### config.mk
export PLATFORM = sky130hd
export DESIGN_NAME = latched_sram_core
export DESIGN_NICKNAME = d
export VERILOG_FILES = /design/src/rtl/sram_core_pkg.sv /design/src/rtl/sram_pin_sync.sv /design/src/rtl/sram_cycle_ctl.sv /design/src/rtl/sram_word_store.sv /design/src/rtl/sram_out_stage.sv /design/src/rtl/latched_sram_core.sv
export SDC_FILE = /design/constraint.sdc
export NUM_CORES = 1
export LEC_CHECK = 0
export CORE_UTILIZATION = 50
export CTS_CLUSTER_SIZE = 40
export DETAILED_ROUTE_END_ITERATION = 7
export GPL_ROUTABILITY_DRIVEN = 0
export PLACE_DENSITY = 0.64
export SLEW_MARGIN = 20
export SYNTH_ARGS = -nofsm -noshare
export SYNTH_HDL_FRONTEND = slang
export SYNTH_SLANG_ARGS = --single-unit
### constraint.sdc
create_clock -name clk -period 5.5 [get_ports clk]
set_input_delay 0.55 -clock clk [delete_from_list [all_inputs] [get_ports clk]]
set_output_delay 0.55 -clock clk [all_outputs]
set_load 0.01 [all_outputs]
### src/rtl/sram_core_pkg.sv
package sram_core_pkg;

   typedef struct packed {
      logic strobe_n;
      logic wr_n;
      logic chip_n;
      logic bank;
   } ctrl_pins_t;

   localparam ctrl_pins_t CTRL_IDLE = '{strobe_n: 1'b1, wr_n: 1'b1, chip_n: 1'b1, bank: 1'b1};

   typedef enum logic {
      PH_IDLE   = 1'b0,
      PH_ACTIVE = 1'b1
   } cyc_phase_t;

endpackage

### src/rtl/sram_pin_sync.sv
module sram_pin_sync #(
   parameter int              WIDTH   = 1,
   parameter int              STAGES  = 2,
   parameter logic [WIDTH-1:0] RST_VAL = '0
) (
   input  logic             clk,
   input  logic             rst_n,
   input  logic [WIDTH-1:0] d,
   output logic [WIDTH-1:0] q
);

   logic [WIDTH-1:0] stage_q [STAGES];

   generate
      for (genvar i = 0; i < STAGES; i++) begin : g_stage
         if (i == 0) begin : g_first
            always_ff @(posedge clk or negedge rst_n) begin
               if (!rst_n) stage_q[0] <= RST_VAL;
               else        stage_q[0] <= d;
            end
         end else begin : g_next
            always_ff @(posedge clk or negedge rst_n) begin
               if (!rst_n) stage_q[i] <= RST_VAL;
               else        stage_q[i] <= stage_q[i-1];
            end
         end
      end
   endgenerate

   assign q = stage_q[STAGES-1];

endmodule

### src/rtl/sram_cycle_ctl.sv
module sram_cycle_ctl
   import sram_core_pkg::*;
#(
   parameter int ADDR_W = 8
) (
   input  logic              clk,
   input  logic              rst_n,
   input  ctrl_pins_t        ctrl,
   input  logic [ADDR_W-1:0] addr_s,
   output logic [ADDR_W-1:0] addr_lat,
   output logic              bank_lat,
   output logic              strobe_fall,
   output logic              cyc_active,
   output logic              wr_en,
   output logic              load_q,
   output logic              oe_next
);

   logic       strobe_prev;
   cyc_phase_t phase;
   logic       bank_eff;

   assign strobe_fall = strobe_prev & ~ctrl.strobe_n;
   assign cyc_active  = (phase == PH_ACTIVE);

   always_ff @(posedge clk or negedge rst_n) begin
      if (!rst_n) begin
         strobe_prev <= 1'b1;
         phase       <= PH_IDLE;
         addr_lat    <= '0;
         bank_lat    <= 1'b1;
      end else begin
         strobe_prev <= ctrl.strobe_n;
         if (strobe_fall) begin
            phase    <= PH_ACTIVE;
            addr_lat <= addr_s;
            bank_lat <= ctrl.bank;
         end else if (ctrl.strobe_n) begin
            phase <= PH_IDLE;
         end
      end
   end

   assign wr_en    = cyc_active & ~ctrl.strobe_n & ~ctrl.wr_n & ~ctrl.chip_n & ~bank_lat;
   assign load_q   = cyc_active & ~ctrl.strobe_n;
   assign bank_eff = cyc_active ? bank_lat : ctrl.bank;
   assign oe_next  = ~ctrl.chip_n & ctrl.wr_n & ~bank_eff;

endmodule

### src/rtl/sram_word_store.sv
module sram_word_store #(
   parameter int ADDR_W = 8,
   parameter int DATA_W = 4
) (
   input  logic              clk,
   input  logic              wr_en,
   input  logic [ADDR_W-1:0] addr,
   input  logic [DATA_W-1:0] wdata,
   output logic [DATA_W-1:0] rdata
);

   localparam int DEPTH = 1 << ADDR_W;

   logic [DATA_W-1:0] cells [DEPTH];

   always_ff @(posedge clk) begin
      if (wr_en) cells[addr] <= wdata;
   end

   assign rdata = cells[addr];

endmodule

### src/rtl/sram_out_stage.sv
module sram_out_stage #(
   parameter int DATA_W = 4
) (
   input  logic              clk,
   input  logic              rst_n,
   input  logic              load_q,
   input  logic              oe_next,
   input  logic [DATA_W-1:0] rdata,
   output logic [DATA_W-1:0] q,
   output logic              q_en
);

   always_ff @(posedge clk or negedge rst_n) begin
      if (!rst_n) begin
         q    <= '0;
         q_en <= 1'b0;
      end else begin
         if (load_q) q <= rdata;
         q_en <= oe_next;
      end
   end

endmodule

### src/rtl/latched_sram_core.sv
module latched_sram_core
   import sram_core_pkg::*;
#(
   parameter int ADDR_W      = 8,
   parameter int DATA_W      = 4,
   parameter int SYNC_STAGES = 2
) (
   input  logic              clk,
   input  logic              rst_n,
   input  logic              ce_n,
   input  logic              we_n,
   input  logic              cs_n,
   input  logic              bank_sel,
   input  logic [ADDR_W-1:0] addr,
   input  logic [DATA_W-1:0] din,
   output logic [DATA_W-1:0] dout,
   output logic              dout_en
);

   localparam int BUS_W = ADDR_W + DATA_W;

   generate
      if (ADDR_W < 1 || ADDR_W > 12) begin : g_bad_addr
         $error("latched_sram_core: ADDR_W out of range");
      end
      if (DATA_W < 1) begin : g_bad_data
         $error("latched_sram_core: DATA_W must be positive");
      end
      if (SYNC_STAGES < 2) begin : g_bad_sync
         $error("latched_sram_core: SYNC_STAGES must be at least 2");
      end
   endgenerate

   ctrl_pins_t        ctrl_raw;
   ctrl_pins_t        ctrl_s;
   logic [BUS_W-1:0]  bus_s;
   logic [ADDR_W-1:0] addr_s;
   logic [DATA_W-1:0] din_s;
   logic [ADDR_W-1:0] addr_lat;
   logic              bank_lat;
   logic              strobe_fall;
   logic              cyc_active;
   logic              wr_en;
   logic              load_q;
   logic              oe_next;
   logic [DATA_W-1:0] rdata;
   logic              e_s;
   logic              s1_s;

   assign ctrl_raw = '{strobe_n: ce_n, wr_n: we_n, chip_n: cs_n, bank: bank_sel};

   sram_pin_sync #(.WIDTH(4), .STAGES(SYNC_STAGES), .RST_VAL(CTRL_IDLE)) u_ctrl_sync (
      .clk(clk), .rst_n(rst_n), .d(ctrl_raw), .q(ctrl_s)
   );

   sram_pin_sync #(.WIDTH(BUS_W), .STAGES(SYNC_STAGES), .RST_VAL('0)) u_bus_sync (
      .clk(clk), .rst_n(rst_n), .d({addr, din}), .q(bus_s)
   );

   assign addr_s = bus_s[BUS_W-1:DATA_W];
   assign din_s  = bus_s[DATA_W-1:0];
   assign e_s    = ctrl_s.strobe_n;
   assign s1_s   = ctrl_s.chip_n;

   sram_cycle_ctl #(.ADDR_W(ADDR_W)) u_ctl (
      .clk(clk), .rst_n(rst_n), .ctrl(ctrl_s), .addr_s(addr_s),
      .addr_lat(addr_lat), .bank_lat(bank_lat), .strobe_fall(strobe_fall),
      .cyc_active(cyc_active), .wr_en(wr_en), .load_q(load_q), .oe_next(oe_next)
   );

   sram_word_store #(.ADDR_W(ADDR_W), .DATA_W(DATA_W)) u_store (
      .clk(clk), .wr_en(wr_en), .addr(addr_lat), .wdata(din_s), .rdata(rdata)
   );

   sram_out_stage #(.DATA_W(DATA_W)) u_out (
      .clk(clk), .rst_n(rst_n), .load_q(load_q), .oe_next(oe_next),
      .rdata(rdata), .q(dout), .q_en(dout_en)
   );

endmodule

==> impl_metrics.toml, run 1 <==
[run_status]
outcome = "complete, no violations"

[clock_tree]
clk_latency_ps = 680
cts_sinks = 1072
cts-buffers-inserted = 108
holdBufCountCts = 1
clockRootBuffer = "clkbuf_16"
htree_num_levels = 3
post-cts-setup-buffer-count = 0
ctsResizeCount = 0
clkTransAtPathRegs_ps = 70
cts_tree = "built"
cts_buffer_depth = 3

[layout]
regArea_sq_um = 31990
drive_gt1_frac = 0.2064
fillerInstances = 5956
area_delta_synth_final_pct = 11.79
fin_util = 0.5676
multi_input_area_sq_um = 9213
nNetsFinal = 2191
diodes = 0

[floorplanning]
die_w_microns = 291.2
core_area_sq_um = 82370
fp.dieH_microns = 291.2
die_area_sq_um = 84810
initial_core_util = 0.5078
io_pins = 23
fp-row-count = 105

[timing]
tns_ps = 0
rsz0062_at_grt = "false"
final_hold_viol_count = 0
finalSetupViolCount = 0
period_minus_slack_ps = 4117
fmax_mhz = 242.9
drv_slew = 0
fin_skew_ps = 44.89
timing.slew.headroom = 0.2989
finalCritPeriodShare = 0.7485
tightest_slew_ps = 1050

[power]
power_density_nw_per_um2 = 387.2
leakagePower_uw = 0.01453
total_power_uw = 18100
peakVddDrop_v = 0.0003258

[setup_path]
ff2ff_setup_slack_ps = 1380
path_class = "reg -> reg"
critPathLaunchType = "register"
critPathArrivalTime_ps = 4640
cp_max_fo = 29
critPathRequiredTime_ps = 6020
end_kind = "register"

[run]
maxCapViolCount = 0

[yosys]
ys_seq_area_frac = 0.7642
yosysWarnings = 0
synth_flop_cell = "edfxtp_1"
async_flop_share = 0.04478
syn-cell-area_sq_um = 41830
ys_ff_latch = 1072
synth_edf_count = 1024
synth.net_count = 2141
syn_avg_cell_area_sq_um = 19.70
yosysUniqueCellTypes = 49
syn_inst = 2123

[detailed_routing]
drt_pre_antenna_iters = 5
ant_nets = 0
avgViaCountPerCell = 6.252
drt-total-wl_microns = 98880
drtIter0Drc = 2359
vias = 20806
remaining_drc_errors = 0
wl_per_cell_microns = 29.71

[grt]
use_met1 = 0.3427
grt_pass1_wl_microns = 146300
track_usage = 0.2380
grt_antenna_before_repair = 1
grt_util_met2 = 0.3699
gr-max-usage-layer = "met2"
grt_pass1_vias = 21190
grt_max_degree = 189
grt.met3_usage = 0.04711
grt_overflow = 0

[min_path]
min_path_type = "in -> reg"

[place]
port_buffers = 22
hpwl_microns = 60300
-- area by class of cell --
cell class,instances,area share
flip-flops and latches,1072,0.6842
multi-input cells,919,0.1970
clock buffers,134,0.06235
well taps,1070,0.02863
repair buffers,71,0.01568
clock inverters,61,0.01207
inverters,1,0.00008028
-- sequential cells by signal, indices dropped and copies added, names as in the netlist --
register	flops
u_bus_sync.q	12
u_ctl.cyc_active	1
u_ctrl_sync.q	4
u_out.q_en	1
u_out.q	4
u_store.cells	1024
u_ctl.strobe_prev	1
u_ctl.addr_lat	8
u_ctl.bank_lat	1
u_ctrl_sync.stage_q	4
u_bus_sync.stage_q	12
-- worst paths after layout --
check | startpoint | endpoint | cells past startpoint
max | u_ctl.addr_lat[3] | u_out.q[1] | 8
min | ce_n | u_ctrl_sync.stage_q[7] | 1
max reg2reg | u_ctl.addr_lat[3] | u_out.q[1] | 8
min reg2reg | u_bus_sync.stage_q[15] | u_bus_sync.q[3] | 0
max in group asynchronous | rst_n | u_ctl.addr_lat[3] | 2
min in group asynchronous | rst_n | u_bus_sync.q[0] | 2
-- placed cells by master (no fill, tap or decap), types with 18 or more instances in the layout --
master	instances
a211oi_1	18
a21oi_1	34
a22oi_1	54
buf_4	38
clkbuf_1	19
clkbuf_16	112
clkdlybuf4s50_1	21
clkinv_1	24
clkinv_2	19
dfrtp_1	30
edfxtp_1	1024
mux2i_1	94
mux4_2	226
nand2_1	56
nor2_1	270
nor2b_1	21
-- cell families (layout without fill, tap and decap cells) --
family / after synthesis / after routing / share of synthesized area
buffers and inverters: 132 / 267 / 0.01573
and+or+nand+nor: 409 / 409 / 0.04122
AOI/OAI and AO/OA: 173 / 173 / 0.02938
DFF: 1072 / 1072 / 0.7642
muxes: 337 / 337 / 0.1495
-- power by group --
| group | total, uW | internal, uW | switching (uW) |
|---|---|---|---|
| Clock | 7230 | 4170 | 3060 |
| Combinational | 1750 | 751 | 999 |
| Sequential | 9120 | 8980 | 147 |
| Total | 18100 | 13900 | 4210 |
-- synth_stat cells (2+ instances only) --
cell type | count | area share
a31oi_1 | 7 | 0.0010
a22o_1 | 11 | 0.0023
mux2_1 | 4 | 0.0011
edfxtp_1 | 1024 | 0.74
nand3_1 | 17 | 0.0020
buf_2 | 38 | 0.0045
nor3_1 | 3 | 0.00036
o21ai_0 | 7 | 0.00084
buf_1 | 10 | 0.00090
and2_1 | 5 | 0.00075
a21oi_1 | 34 | 0.0041
a211oi_1 | 18 | 0.0032
buf_6 | 4 | 0.0011
nor2_1 | 271 | 0.024
nand2b_1 | 10 | 0.0015
mux2_2 | 11 | 0.0030
o21ai_1 | 8 | 0.00096
dfstp_2 | 10 | 0.0063
mux4_1 | 2 | 0.0013
a221oi_1 | 10 | 0.0021
and3_1 | 3 | 0.00045
nand4_1 | 12 | 0.0018
nor3b_1 | 2 | 0.00036
buf_4 | 18 | 0.0032
mux4_2 | 226 | 0.12
a31o_2 | 2 | 0.00042
o211ai_1 | 3 | 0.00054
mux2i_1 | 94 | 0.022
dfrtp_1 | 38 | 0.023
a22oi_1 | 54 | 0.0097
or2_2 | 2 | 0.00030
a311oi_1 | 4 | 0.00084
o32a_1 | 3 | 0.00072
clkbuf_1 | 59 | 0.0053
nor2b_1 | 21 | 0.0031
nand2_1 | 58 | 0.0052
o41ai_1 | 4 | 0.00084
o22ai_1 | 5 | 0.00075
-- metal layers --
layer | share of wire | up-vias
li1 | - | 8707
met3 | 0.081 | 165
met5 | 0 | -
met2 | 0.48 | 914
met4 | 0.027 | 0
met1 | 0.41 | 11020
-- stage by stage --
step | hold slack [ps] | instances | worst slack, ps | cell area, sq um
detailed placement | 335.5 | 3131 | 1549 | 43240
CTS | 237.8 | 3327 | 1507 | 46730
global placement | 333.0 | 3131 | 1604 | 43240
floorplan | 254.4 | 2123 | 1531 | 41830
finish | 271.0 | 3328 | 1383 | 46760
global route | 260.7 | 3328 | 1278 | 46760
-- critical path, stage by stage, from the launching register on --
cell and delay, ps:
dfrtp_4 780, buf_4 500, and2_1 860, a21oi_1 280, a21oi_1 210, a31o_1 140
nand4_1 200, a311oi_1 740, o41ai_1 230
(Power assumes the default switching activity.)
==> inputs of run 2 (changes only) <==
- PLACE_DENSITY: 0.64 -> 0.67
- clock period: 5.5 -> 3.37 ns (I/O delays scaled with it)
==> run 2 against run 1 <==
Against the previous run:
- final area up 4.0%
- global-route usage barely moved
- count of clock-buffer cells in the layout did not move
- non-clock buffer count increased by 209
- die area stayed put
- core utilization is 2.3 points higher
- first-iteration DRC count up 4.2%
- combinational power grew 79%
- setup slack worse by 1200 ps
- clock skew down 9.8 ps
- clock power up 69%
- critical endpoint unchanged
- largest power group unchanged
==> impl_metrics.toml, run 2 (synthesis gave the netlist of run 1 again) <==
[layout]
multi_input_area_sq_um = 9205
final_cell_mix = "edfxtp_1 (1024), nor2_1 (271), buf_4 (229)"
reg_top3 = "u_store.cells (1024), u_bus_sync.q (12), u_bus_sync.stage_q (12)"
regArea_sq_um = 31990
nNetsFinal = 2398
drive_gt1_frac = 0.2764
area_delta_synth_final_pct = 16.32
diodes = 0
fillerInstances = 5835
final_common_cell = "edfxtp_1"
fin_cells = 3541
largest_register_ffs = 1024
max_flop_register = "u_store.cells"
fin_util = 0.5906

[grt]
grt_pass1_wl_microns = 146700
grt_overflow = 0
grt_antenna_before_repair = 0
grt_max_degree = 257
grt_util_met2 = 0.3819
use_met1 = 0.3261
track_usage = 0.2379
grt_pass1_vias = 22178
grt.met3_usage = 0.04932
gr-max-usage-layer = "met2"

[setup_path]
cp_num_buf_inv = 3
slowest_stage = "dfrtp_4"
ff2ff_setup_slack_ps = 210
cp_top_family = "multiplexers"
crit_chain = "buf_12 -> buf_4 -> buf_4 -> mux4_2 -> mux4_2 -> a22oi_1 -> a21o_1 -> o41ai_1"
max_stage_delay_ps = 630
cp_max_fo = 14
end_kind = "register"
path_class = "reg -> reg"
critPathArrivalTime_ps = 3680
critPathLaunchType = "register"
critPathRequiredTime_ps = 3890

[clock_tree]
cts_sinks = 1072
htree_num_levels = 3
clockRootBuffer = "clkbuf_16"
cts_buffer_depth = 3
cts-buffers-inserted = 106
clkTransAtPathRegs_ps = 60
post-cts-setup-buffer-count = 0
clk_latency_ps = 670
ctsResizeCount = 0
cts_tree = "built"

[detailed_routing]
remaining_drc_errors = 0
avgViaCountPerCell = 6.065
wl_per_cell_microns = 27.96
drt-total-wl_microns = 99000
drt_pre_antenna_iters = 5
vias = 21476
drtIter0Drc = 2458
ant_nets = 0

[place]
place_ws_ps = 227.8
dp.cells = 3341
hpwl_microns = 62700
port_buffers = 22

[run]
maxCapViolCount = 0

[timing]
timing.slew.headroom = 0.2802
drv_slew = 0
rsz0062_at_grt = "false"
finalSetupViolCount = 0
fmax_mhz = 316.1
worst_slack_ps = 206.6
tns_ps = 0
tightest_slew_ps = 1080
final_hold_viol_count = 0
holdWs_ps = 110.9
finalCritPeriodShare = 0.9387
period_minus_slack_ps = 3163
fin_skew_ps = 35.05

[floorplanning]
io_pins = 23
core_area_sq_um = 82370
fp.dieH_microns = 291.2
die_area_sq_um = 84810
fp-row-count = 105
die_w_microns = 291.2
initial_core_util = 0.5078

[power]
peakVddDrop_v = 0.0004591
leakagePower_uw = 0.01571
power_density_nw_per_um2 = 620.0

[run_status]
outcome = "complete, no violations"

[min_path]
min_path_type = "in -> reg"
## run 2: cell types whose count changed in the layout (fill, tap and decap cells not counted), moves of 4 or more
cell / previous run / this run
bufinv_16: 9 / 17
clkinv_1: 24 / 13
clkbuf_16: 112 / 107
clkbuf_1: 19 / 23
buf_12: 10 / 28
clkinvlp_4: 2 / 8
buf_4: 38 / 229
## run 2: repair_timing
action	CTS	global route
setup endpoints to repair	0	0
hold buffers	1	0
hold endpoints to repair	21	0
## run 2: worst paths after layout
path	from	endpoint	cells after the start
setup / recovery	u_ctl.addr_lat[0]	u_out.q[1]	8
hold / removal	cs_n	u_ctrl_sync.stage_q[5]	1
setup reg to reg	u_ctl.addr_lat[0]	u_out.q[1]	8
hold reg to reg	u_bus_sync.stage_q[14]	u_bus_sync.q[2]	0
max in group asynchronous	rst_n	u_ctl.addr_lat[3]	2
min in group asynchronous	rst_n	u_bus_sync.q[0]	2
## run 2: per-layer routing
metal,routed length [microns],vias up
met1,39190,11171
met5,0,-
met2,48160,1001
met4,3080,0
met3,8570,180
li1,-,9124
## run 2: layout make-up
class,instances,share of cell area
flip-flops and latches,1072,0.6576
clock buffers,134,0.05794
repair buffers,280,0.05149
inverters,1,0.00007715
well taps,1070,0.02752
clock inverters,65,0.01620
multi-input cells,919,0.1892
## run 2: per-stage QoR
| stage | area, sq um | power (uW) |
|---|---|---|
| 2_1_floorplan | 41830 | 17060 |
| 3_3_place_gp | 45030 | 18200 |
| 3_5_place_dp | 45030 | 18240 |
| 4_1_cts | 48650 | 30310 |
| 5_1_grt | 48650 | 31000 |
| 6_report | 48650 | 30160 |
## run 2: power by group
| group | internal (uW) | leakage [uW] | switching, uW |
|---|---|---|---|
| clock network | 7240 | 0.00175 | 4960 |
| registers | 14600 | 0.00974 | 174 |
| logic | 1430 | 0.00423 | 1710 |
